## config.mk

```make
export PLATFORM = sky130hd
export DESIGN_NAME = fs4_iq_demod
export DESIGN_NICKNAME = d
export VERILOG_FILES = /design/src/rtl/fs4_iq_pkg.sv /design/src/rtl/fs4_iq_mixer.sv /design/src/rtl/fs4_iq_delay.sv /design/src/rtl/fs4_iq_hilbert.sv /design/src/rtl/fs4_iq_demod.sv
export SDC_FILE = /design/constraint.sdc
export NUM_CORES = 1
export LEC_CHECK = 0
export BUFFER_PORTS_ARGS = -buffer_cell sky130_fd_sc_hd__buf_2
export CAP_MARGIN = 40
export CORE_ASPECT_RATIO = 1.1
export CORE_MARGIN = 4
export CORE_UTILIZATION = 54
export DETAILED_ROUTE_END_ITERATION = 8
export PLACE_DENSITY = 0.76
export SYNTH_ARGS = -nofsm -noshare
export SYNTH_HDL_FRONTEND = slang
export SYNTH_SLANG_ARGS = --single-unit
```

## constraint.sdc

```tcl
create_clock -name clk_i -period 3.6 [get_ports clk_i]
set_input_delay 0.18 -clock clk_i [delete_from_list [all_inputs] [get_ports clk_i]]
set_output_delay 0.18 -clock clk_i [all_outputs]
set_load 0.01 [all_outputs]
```

## src/rtl/fs4_iq_pkg.sv

```systemverilog
package fs4_iq_pkg;
  typedef enum logic [1:0] {
    PH_I_POS = 2'd0,
    PH_Q_POS = 2'd1,
    PH_I_NEG = 2'd2,
    PH_Q_NEG = 2'd3
  } mix_phase_e;

  localparam int unsigned HALF_TAPS = 3;
endpackage

```

## src/rtl/fs4_iq_mixer.sv

```systemverilog
module fs4_iq_mixer #(
  parameter int S_W = 3
) (
  input  logic                  clk_i,
  input  logic                  rst_ni,
  input  logic                  valid_i,
  input  logic signed [S_W-1:0] sample_i,
  output logic signed [S_W-1:0] mix_o,
  output logic                  take_i_o,
  output logic                  take_q_o
);
  import fs4_iq_pkg::*;

  localparam logic signed [S_W-1:0] S_MIN = {1'b1, {(S_W-1){1'b0}}};
  localparam logic signed [S_W-1:0] S_MAX = ~S_MIN;

  mix_phase_e phase_q;
  logic signed [S_W-1:0] neg_s;

  always_ff @(posedge clk_i or negedge rst_ni) begin
    if (!rst_ni)      phase_q <= PH_I_POS;
    else if (valid_i) phase_q <= mix_phase_e'(phase_q + 2'd1);
  end

  // saturating negate: most negative code maps to most positive
  assign neg_s    = (sample_i == S_MIN) ? S_MAX : -sample_i;
  assign mix_o    = phase_q[1] ? neg_s : sample_i;
  assign take_i_o = valid_i & ~phase_q[0];
  assign take_q_o = valid_i &  phase_q[0];
endmodule

```

## src/rtl/fs4_iq_delay.sv

```systemverilog
module fs4_iq_delay #(
  parameter int S_W   = 3,
  parameter int DEPTH = 4
) (
  input  logic                  clk_i,
  input  logic                  rst_ni,
  input  logic                  shift_i,
  input  logic signed [S_W-1:0] d_i,
  output logic signed [S_W-1:0] d_o
);
  logic signed [S_W-1:0] dl_q [DEPTH];

  always_ff @(posedge clk_i or negedge rst_ni) begin
    if (!rst_ni) dl_q[0] <= '0;
    else if (shift_i) dl_q[0] <= d_i;
  end

  for (genvar k = 1; k < DEPTH; k++) begin : g_stage
    always_ff @(posedge clk_i or negedge rst_ni) begin
      if (!rst_ni) dl_q[k] <= '0;
      else if (shift_i) dl_q[k] <= dl_q[k-1];
    end
  end

  assign d_o = dl_q[DEPTH-1];
endmodule

```

## src/rtl/fs4_iq_hilbert.sv

```systemverilog
module fs4_iq_hilbert #(
  parameter int S_W = 3,
  parameter int Q_W = 7,
  parameter int W1  = 3,
  parameter int W2  = 2,
  parameter int W3  = 1
) (
  input  logic                  clk_i,
  input  logic                  rst_ni,
  input  logic                  shift_i,
  input  logic signed [S_W-1:0] d_i,
  output logic signed [Q_W-1:0] y_o
);
  import fs4_iq_pkg::*;

  localparam int N_TAP = 2 * HALF_TAPS + 1;
  localparam int CTR   = HALF_TAPS;
  localparam int WT [HALF_TAPS] = '{W1, W2, W3};

  logic signed [S_W-1:0] dl_q [N_TAP];
  logic signed [Q_W-1:0] part [HALF_TAPS+1];

  always_ff @(posedge clk_i or negedge rst_ni) begin
    if (!rst_ni) dl_q[0] <= '0;
    else if (shift_i) dl_q[0] <= d_i;
  end

  for (genvar k = 1; k < N_TAP; k++) begin : g_tap
    always_ff @(posedge clk_i or negedge rst_ni) begin
      if (!rst_ni) dl_q[k] <= '0;
      else if (shift_i) dl_q[k] <= dl_q[k-1];
    end
  end

  // antisymmetric pairs around the centre tap; the centre weight is zero
  assign part[0] = '0;
  for (genvar k = 1; k <= HALF_TAPS; k++) begin : g_pair
    logic signed [Q_W-1:0] late_s, early_s, diff_s;
    assign late_s  = Q_W'(dl_q[CTR+k]);
    assign early_s = Q_W'(dl_q[CTR-k]);
    assign diff_s  = late_s - early_s;
    assign part[k] = part[k-1] + Q_W'(WT[k-1]) * diff_s;
  end

  // the centre tap carries no weight, but it must still be read
  logic ctr_unused;
  assign ctr_unused = ^dl_q[CTR];

  assign y_o = part[HALF_TAPS];
endmodule

```

## src/rtl/fs4_iq_demod.sv

```systemverilog
module fs4_iq_demod #(
  parameter int S_W = 3,
  parameter int W1  = 3,
  parameter int W2  = 2,
  parameter int W3  = 1,
  parameter int Q_W = S_W + $clog2(2 * (W1 + W2 + W3) + 1)
) (
  input  logic                  clk_i,
  input  logic                  rst_ni,
  input  logic                  valid_i,
  input  logic signed [S_W-1:0] sample_i,
  output logic                  valid_o,
  output logic signed [S_W-1:0] i_o,
  output logic signed [Q_W-1:0] q_o
);
  import fs4_iq_pkg::*;

  logic signed [S_W-1:0] mix_s, i_hold_q;
  logic take_i, take_q;

  fs4_iq_mixer #(.S_W(S_W)) u_mixer (
    .clk_i, .rst_ni, .valid_i, .sample_i,
    .mix_o(mix_s), .take_i_o(take_i), .take_q_o(take_q)
  );

  always_ff @(posedge clk_i or negedge rst_ni) begin
    if (!rst_ni)     i_hold_q <= '0;
    else if (take_i) i_hold_q <= mix_s;
  end

  always_ff @(posedge clk_i or negedge rst_ni) begin
    if (!rst_ni) valid_o <= 1'b0;
    else         valid_o <= take_q;
  end

  // I delay matches the FIR group delay (HALF_TAPS pairs after the load stage)
  fs4_iq_delay #(.S_W(S_W), .DEPTH(HALF_TAPS + 1)) u_i_delay (
    .clk_i, .rst_ni, .shift_i(take_q), .d_i(i_hold_q), .d_o(i_o)
  );

  fs4_iq_hilbert #(.S_W(S_W), .Q_W(Q_W), .W1(W1), .W2(W2), .W3(W3)) u_q_fir (
    .clk_i, .rst_ni, .shift_i(take_q), .d_i(mix_s), .y_o(q_o)
  );
endmodule

```

; Yosys cells after proc, flatten, opt, wreduce, memory -nomap -nowiden
; Index checks and enable logic that the tools add are counted.
; W data, S select, Z words.
[word_totals]
reg_bits = 39
input_bits = 6
[classes]
bitwise = 3
n_addsub = 7
n_eq_ne = 1
multipliers = 1
muxes = 2
[ops]
columns = op, n
row1 = $add A7 B7 Y7, 2
row2 = $sub A3 B3 Y4, 3
row3 = $mul A3 B7 Y7 const A, 1
row4 = $mux W3, 2
row5 = $eq A3 B3 Y1 const B, 1
row6 = $neg A3 Y3, 1
row7 = $add A2 B1 Y2 const B, 1
row8 = $and A1 B1 Y1, 2
row9 = $not A1 Y1, 1

; Depth between registers and ports, before layout
; Gate-level depths: netlist (run 1).
[depth]
depth_word = 4
ltp_mapped = 17
mapped_depth_nobuf = 17

; By module
; A second synthesis (run 1) with hierarchy kept.
[unflattened]
hier_cells = 200
area_unflattened_um2 = 2349.8
[by_module_without_submodules]
columns = mod, seq_area_each_um2, cells_per_inst, area_per_inst_um2, instances
row1 = fs4_iq_hilbert, 525.5, 149, 1562.7, 1
row2 = fs4_iq_delay, 300.3, 28, 506.7, 1
row3 = fs4_iq_mixer, 50.0, 16, 146.4, 1
row4 = fs4_iq_demod, 100.1, 7, 133.9, 1

; Worst setup path before layout (run 1)
; No wires, ideal clock.
[synth_timing]
path_type = register to output
startpoint = register u_q_fir.dl_q[6] (netlist name)
endpoint = output port q_o[6]
n_path_buf = 0
t_arrival_ns = 3.763
path_stages_with_launch = 18
slack_ns = -0.343
cell_sequence = dfrtp_1 inv_1 ha_1 inv_1 fa_1 xor2_1 fa_1 fa_1 inv_1 fa_1 inv_1 ha_1 inv_1 fa_1 inv_1 a21o_1 a21oi_1 xnor3_1
[synth_between]
elab_chain_cells = 4
[synth_lines]
columns = element, line
row1 = start: declaration, fs4_iq_hilbert.sv:20  ; logic signed [S_W-1:0] dl_q [N_TAP];
row2 = start signal: indexed assignment, fs4_iq_hilbert.sv:31  ; else if (shift_i) dl_q[k] <= dl_q[k-1];
row3 = $sub A3 B3 Y4, fs4_iq_hilbert.sv:41  ; assign diff_s = late_s - early_s;
row4 = $mul A3 B7 Y7, fs4_iq_hilbert.sv:42  ; assign part[k] = part[k-1] + Q_W'(WT[k-1]) * diff_s;
row5 = $add A7 B7 Y7 (2 in a row), fs4_iq_hilbert.sv:42
row6 = end: declaration, fs4_iq_demod.sv:14  ; output logic signed [Q_W-1:0] q_o
; Every way passes these cells.

; Worst setup path after layout (run 1)
[layout_timing]
startpoint = register u_q_fir.dl_q[3] (netlist name)
endpoint = output port q_o[6]
[layout_between]
elab_chain_cells = 3
[layout_lines]
columns = element, line
row1 = $sub A3 B3 Y4, fs4_iq_hilbert.sv:41
row2 = $add A7 B7 Y7 (2 in a row), fs4_iq_hilbert.sv:42
; Every way passes these cells.

==> flow_metrics.env, run 1 <==
export IMPL_status="finished with violations"
export IMPL_violations="negative setup slack"
export IMPL_gp_congestion=0.743
export IMPL_grt_usage=0.150
export IMPL_synth_most_common_cell="dfrtp_1"
export IMPL_critical_path_arrival_ps=4020
export IMPL_routed_wl_um=3760
export IMPL_cts_sinks=39
export IMPL_grt_pass1_vias=1465
export IMPL_grt_pass1_wl_um=6420
export IMPL_fin_skew_ps=3.56
export IMPL_via_count=1437
export IMPL_overflow=0
export IMPL_wl_per_cell_um=12.5
export IMPL_drt_iter0_markers=5
export IMPL_critPathLaunchType="flop"
export IMPL_hold_worst_slack_ps=91.2
export IMPL_syn_inst=205
export IMPL_port_buffers=16
export IMPL_synth_async_sr_flop_share=1.00
export IMPL_n_antenna_cell=0
export IMPL_yosys_area_top_type_share=0.418
export IMPL_rows=24
export IMPL_cp_slowest_cell="fa_2"
export IMPL_max_stage_delay_ps=530
export IMPL_seq_area_frac_synth=0.418
export IMPL_area_growth_synth_to_final_pct=25.1
export IMPL_netlist_top_cells_count="dfrtp_1 (39), inv_1 (38), ha_1 (20), mux2_2 (20), nand2_1 (18)"
export IMPL_critPathRequiredTime_ps=3420
export IMPL_initial_core_util=0.572
export IMPL_core_area_um2=4080
export IMPL_dpl_worst_slack_ps=-411
export IMPL_firstDrtPassIters=3
export IMPL_cpLargestDelayFamily="adder cells"
export IMPL_hold_viol=0
export IMPL_cpMostUsedCell="inv_2"
export IMPL_die_width_um=70.7
export IMPL_max_slew_worst_pin_slew_ps=370
export IMPL_critPathKind="reg2out"
export IMPL_drive_above_1_share=0.414
export IMPL_maxCapViolCount=0
export IMPL_cts_buffers=5
export IMPL_crit_chain="inv_2 -> ha_4 -> inv_2 -> fa_2 -> fa_1 -> fa_1 -> inv_1 -> fa_1 -> inv_2 -> ha_4 -> inv_2 -> fa_2 -> inv_1 -> a21o_1 -> a21oi_2 -> xnor3_1 -> buf_2"
export IMPL_finalMaxSlewViolations=0
export IMPL_ant_nets=0
export IMPL_setup_viol=4
export IMPL_cts_buffer_depth=2
export IMPL_root_buffer="clkbuf_8"
export IMPL_multi_input_area_um2=1310
export IMPL_antenna_found_initial=0
export IMPL_ys_warn_count=0
export IMPL_cp_max_fo=2
export IMPL_ys_flop_type="dfrtp_1"
export IMPL_synth_edf_count=0
export IMPL_fp_dieH_um=77
export IMPL_critical_path_buf_inv_count=7
export IMPL_synth_distinct_cells=26
export IMPL_grt_max_degree=40
export IMPL_min_period_ps=4200
export IMPL_io_pins=17
export IMPL_insertion_delay_ps=290
export IMPL_register_area_um2=976
export IMPL_timing_final_crit_share=1.17
export IMPL_end_kind="output pin"
export IMPL_dieArea_um2=5450
export IMPL_syn_area_um2=2340
export IMPL_dp_hpwl_um=2750
export IMPL_syn_nets=245
export IMPL_drc=0
export IMPL_clk_pin_slew_ps=70
export IMPL_cts_tree="done"
export IMPL_synth_area_leader_cell="dfrtp_1"
export IMPL_nets=288
export IMPL_vias_per_cell=4.77
export IMPL_synthTopCellsByArea="dfrtp_1 (42%), fa_1 (12%), ha_1 (11%)"
export IMPL_max_clock_freq_ghz=0.238
export IMPL_finalWorstSetupSlack_ps=-605
export IMPL_hp_class="in2reg"
export IMPL_h_tree_depth=2
export IMPL_fin_util=0.716
export IMPL_rsz0062_at_grt="yes"
export IMPL_fillers=299
export IMPL_syn_area_per_cell_um2=11.4
export IMPL_yosys_register_bits=39
export IMPL_maxSlewHeadroom=0.753
==> registers in the layout, summed over array words and instances (netlist names) <==
register         count
u_i_delay.dl_q       9
u_mixer.phase_q      2
valid_o              1
i_hold_q             3
u_q_fir.dl_q        21
u_i_delay.d_o        3
==> repair_timing <==
item                                   CTS  global route
pin swaps                                7            12
setup endpoints to repair                5             5
buffers inserted                         2             4
endpoints found under the hold margin   39             0
hold buffers                             1             0
resized for setup                        5            18
==> layout make-up <==
class                           count  area share
Clock buffer                        6      0.0283
Timing Repair Buffer               43       0.105
Multi-Input combinational cell    121       0.449
Clock inverter                      2      0.0120
Tap cell                           52      0.0223
Inverter                           38      0.0488
Sequential cell                    39       0.334
==> per-layer routing <==
metal | share of wire | up-vias | GRT usage
li1 | - | 737 | -
met1 | 0.46 | 677 | 0.196
met2 | 0.49 | 16 | 0.236
met3 | 0.030 | 7 | 0.0353
met4 | 0.020 | 0 | 0.0677
met5 | 0 | - | 0
==> worst paths after layout <==
kind	from	end	slack, ps	depth (start not counted)
worst max-delay path	u_q_fir.dl_q[3]$_DFFE_PN0P_	q_o[6]	-600	17
worst min-delay path	valid_i	u_mixer.phase_q[0]$_DFFE_PN0P_	90	2
worst max register to register	u_mixer.phase_q[0]$_DFFE_PN0P_	u_i_delay.dl_q[3]$_DFFE_PN0P_	1980	3
worst min register to register	u_q_fir.dl_q[10]$_DFFE_PN0P_	u_q_fir.dl_q[10]$_DFFE_PN0P_	480	2
max in group asynchronous	rst_ni	u_q_fir.dl_q[2]$_DFFE_PN0P_	3020	3
min in group asynchronous	rst_ni	u_q_fir.dl_q[18]$_DFFE_PN0P_	390	3
==> through the flow <==
stage | TNS (ps) | std cells | cell area [um^2]
finish | -1900 | 301 | 2920
global route | -2480 | 301 | 2920
CTS | -2090 | 297 | 2810
detailed placement | -1150 | 286 | 2640
global placement | -832 | 285 | 2620
floorplan | -237 | 205 | 2370
==> kinds of logic (layout without fill, tap and decap cells) <==
kind of cell	count (synthesis)	in the layout	share of synthesized area
buf+inv	45	89	0.0782
flops	39	39	0.418
fa+ha+maj	34	34	0.227
compound gates	28	28	0.0744
simple gates	26	26	0.0514
mux	21	21	0.101
xor+xnor	12	12	0.0509
==> cells in the final DEF, fill, tap and decap left out, types with 7 or more instances in the layout <==
master	instances
dfrtp_1	39
mux2_2	20
buf_4	24
ha_1	13
fa_1	10
inv_2	11
ha_4	7
buf_2	15
nand2_1	18
inv_1	27
o21ai_0	17
Power of run 1 is left out: the tool's default activity adds up to more than one toggle a clock period on the data nets, which glitch-free logic cannot reach.
==> inputs of run 2 (changes only) <==
- CORE_ASPECT_RATIO: 1.1 -> unset
==> flow_metrics.env, run 2 (synthesis results as in run 1) <==
export IMPL_status="finished with violations"
export IMPL_violations="negative hold slack, negative setup slack"
export IMPL_ant_nets=0
export IMPL_vias_per_cell=5.03
export IMPL_cts_sinks=39
export IMPL_initial_core_util=0.572
export IMPL_port_buffers=16
export IMPL_overflow=0
export IMPL_grt_usage=0.173
export IMPL_drc=0
export IMPL_cts_hold_buf=0
export IMPL_nets=287
export IMPL_finalMaxSlewViolations=0
export IMPL_rsz0062_at_grt="yes"
export IMPL_io_pins=17
export IMPL_use_met2=0.302
export IMPL_met3_usage=0.0492
export IMPL_grt_pass1_vias=1581
export IMPL_critical_path_arrival_ps=4110
export IMPL_grt_busiest_layer="met2"
export IMPL_timing_final_crit_share=1.19
export IMPL_clk_pin_slew_ps=80
export IMPL_final_cell_mix="dfrtp_1 (38), inv_1 (29), buf_4 (25)"
export IMPL_largest_reg_flops=21
export IMPL_dieArea_um2=5440
export IMPL_critPathLaunchType="flop"
export IMPL_critPathKind="reg2out"
export IMPL_max_slew_worst_pin_slew_ps=832
export IMPL_critPathRequiredTime_ps=3420
export IMPL_insertion_delay_ps=300
export IMPL_final_common_cell="dfrtp_1"
export IMPL_maxSlewHeadroom=0.445
export IMPL_dp_hpwl_um=2930
export IMPL_use_met1=0.207
export IMPL_antenna_found_initial=0
export IMPL_setup_viol=4
export IMPL_rows=23
export IMPL_die_width_um=73.8
export IMPL_fin_skew_ps=9.83
export IMPL_place_area_um2=2600
export IMPL_drt_iter0_markers=68
export IMPL_fin_area_um2=2820
export IMPL_area_growth_synth_to_final_pct=20.6
export IMPL_cts_tree="done"
export IMPL_cts_buffer_depth=2
export IMPL_root_buffer="clkbuf_8"
export IMPL_max_clock_freq_ghz=0.233
export IMPL_hp_class="in2async"
export IMPL_cts_buffers=5
export IMPL_reg_top3="u_q_fir.dl_q (21), u_i_delay.dl_q (9)"
export IMPL_hold_viol=39
export IMPL_fp_dieH_um=73.8
export IMPL_firstDrtPassIters=4
export IMPL_grt_max_degree=40
export IMPL_via_count=1500
export IMPL_end_kind="output pin"
export IMPL_gp_congestion=0.772
export IMPL_hold_worst_slack_ps=-15.1
export IMPL_h_tree_depth=2
export IMPL_min_period_ps=4290
export IMPL_core_area_um2=4090
export IMPL_wl_per_cell_um=13.6
export IMPL_routed_wl_um=4040
export IMPL_n_antenna_cell=0
export IMPL_cp_max_fo=2
export IMPL_finalWorstSetupSlack_ps=-691
export IMPL_drive_above_1_share=0.391
export IMPL_grt_pass1_wl_um=6980
export IMPL_maxCapViolCount=0
export IMPL_regMostFlops="u_q_fir.dl_q"
run 2: cell count changes in the layout (fill, tap and decap cells not counted), moves of 2 or more:
cell,change
inv_1,+2
ha_1,+3
inv_2,-2
ha_4,-4
clkinvlp_4,+2
run 2: layer usage:
metal | vias up | wire length (um)
li1 | 734 | -
met1 | 744 | 1630
met2 | 17 | 2230
met3 | 5 | 130
met4 | 0 | 52
met5 | - | 0
run 2: critical path: stages (launching register included):
cell	delay, ps
dfrtp_1	380
inv_2	80
ha_4	140
inv_2	40
fa_2	370
xor2_2	170
fa_1	470
fa_1	500
inv_1	50
fa_1	500
inv_2	50
ha_4	150
inv_2	50
fa_2	190
inv_1	40
a21o_1	170
a21oi_2	120
xnor3_1	200
buf_2	140
run 2: final timing paths:
check | start | to | slack (ps) | cells past startpoint
max | u_q_fir.dl_q[6]$_DFFE_PN0P_ | q_o[6] | -690 | 18
min | rst_ni | u_q_fir.dl_q[4]$_DFFE_PN0P_ | -20 | 1
max reg2reg | u_mixer.phase_q[0]$_DFFE_PN0P_ | u_i_delay.dl_q[6]$_DFFE_PN0P_ | 1900 | 4
min reg2reg | i_hold_q[1]$_DFFE_PN0P_ | i_hold_q[1]$_DFFE_PN0P_ | 480 | 2
max in group asynchronous | rst_ni | u_q_fir.dl_q[7]$_DFFE_PN0P_ | 3040 | 1
min in group clk_i | valid_i | u_mixer.phase_q[0]$_DFFE_PN0P_ | 90 | 2
run 2: timing repair:
item / 4_1_cts / 5_1_grt
gates resized for setup: 7 / 8
buffers inserted: 3 / 7
setup endpoints to repair: 5 / 5
gates cloned: 0 / 0
pin swaps: 7 / 7
run 2: final cells by class:
type,instances,area [um^2]
clock buffers,5,68.8
fillers,314,1270
repair buffers,42,289
clock inverters,3,20.0
multi-input cells,121,1260
well taps,50,62.6
inverters,38,143
flip-flops and latches,39,977
run 2: metrics by stage:
| stage | instances | TNS [ps] | hold slack (ps) | utilization | worst slack [ps] |
|---|---|---|---|---|---|
| 6_report | 298 | -2170 | -15.1 | 0.690 | -691 |
| 5_1_grt | 298 | -2940 | 49.9 | 0.690 | -860 |
| 4_1_cts | 291 | -2270 | 9.71 | 0.672 | -699 |
| 3_5_place_dp | 280 | -1280 | 332 | 0.636 | -448 |
| 3_3_place_gp | 279 | -926 | 324 | 0.632 | -367 |
| 2_1_floorplan | 205 | -237 | -116 | - | -202 |
Power of run 2 is left out for the same reason.
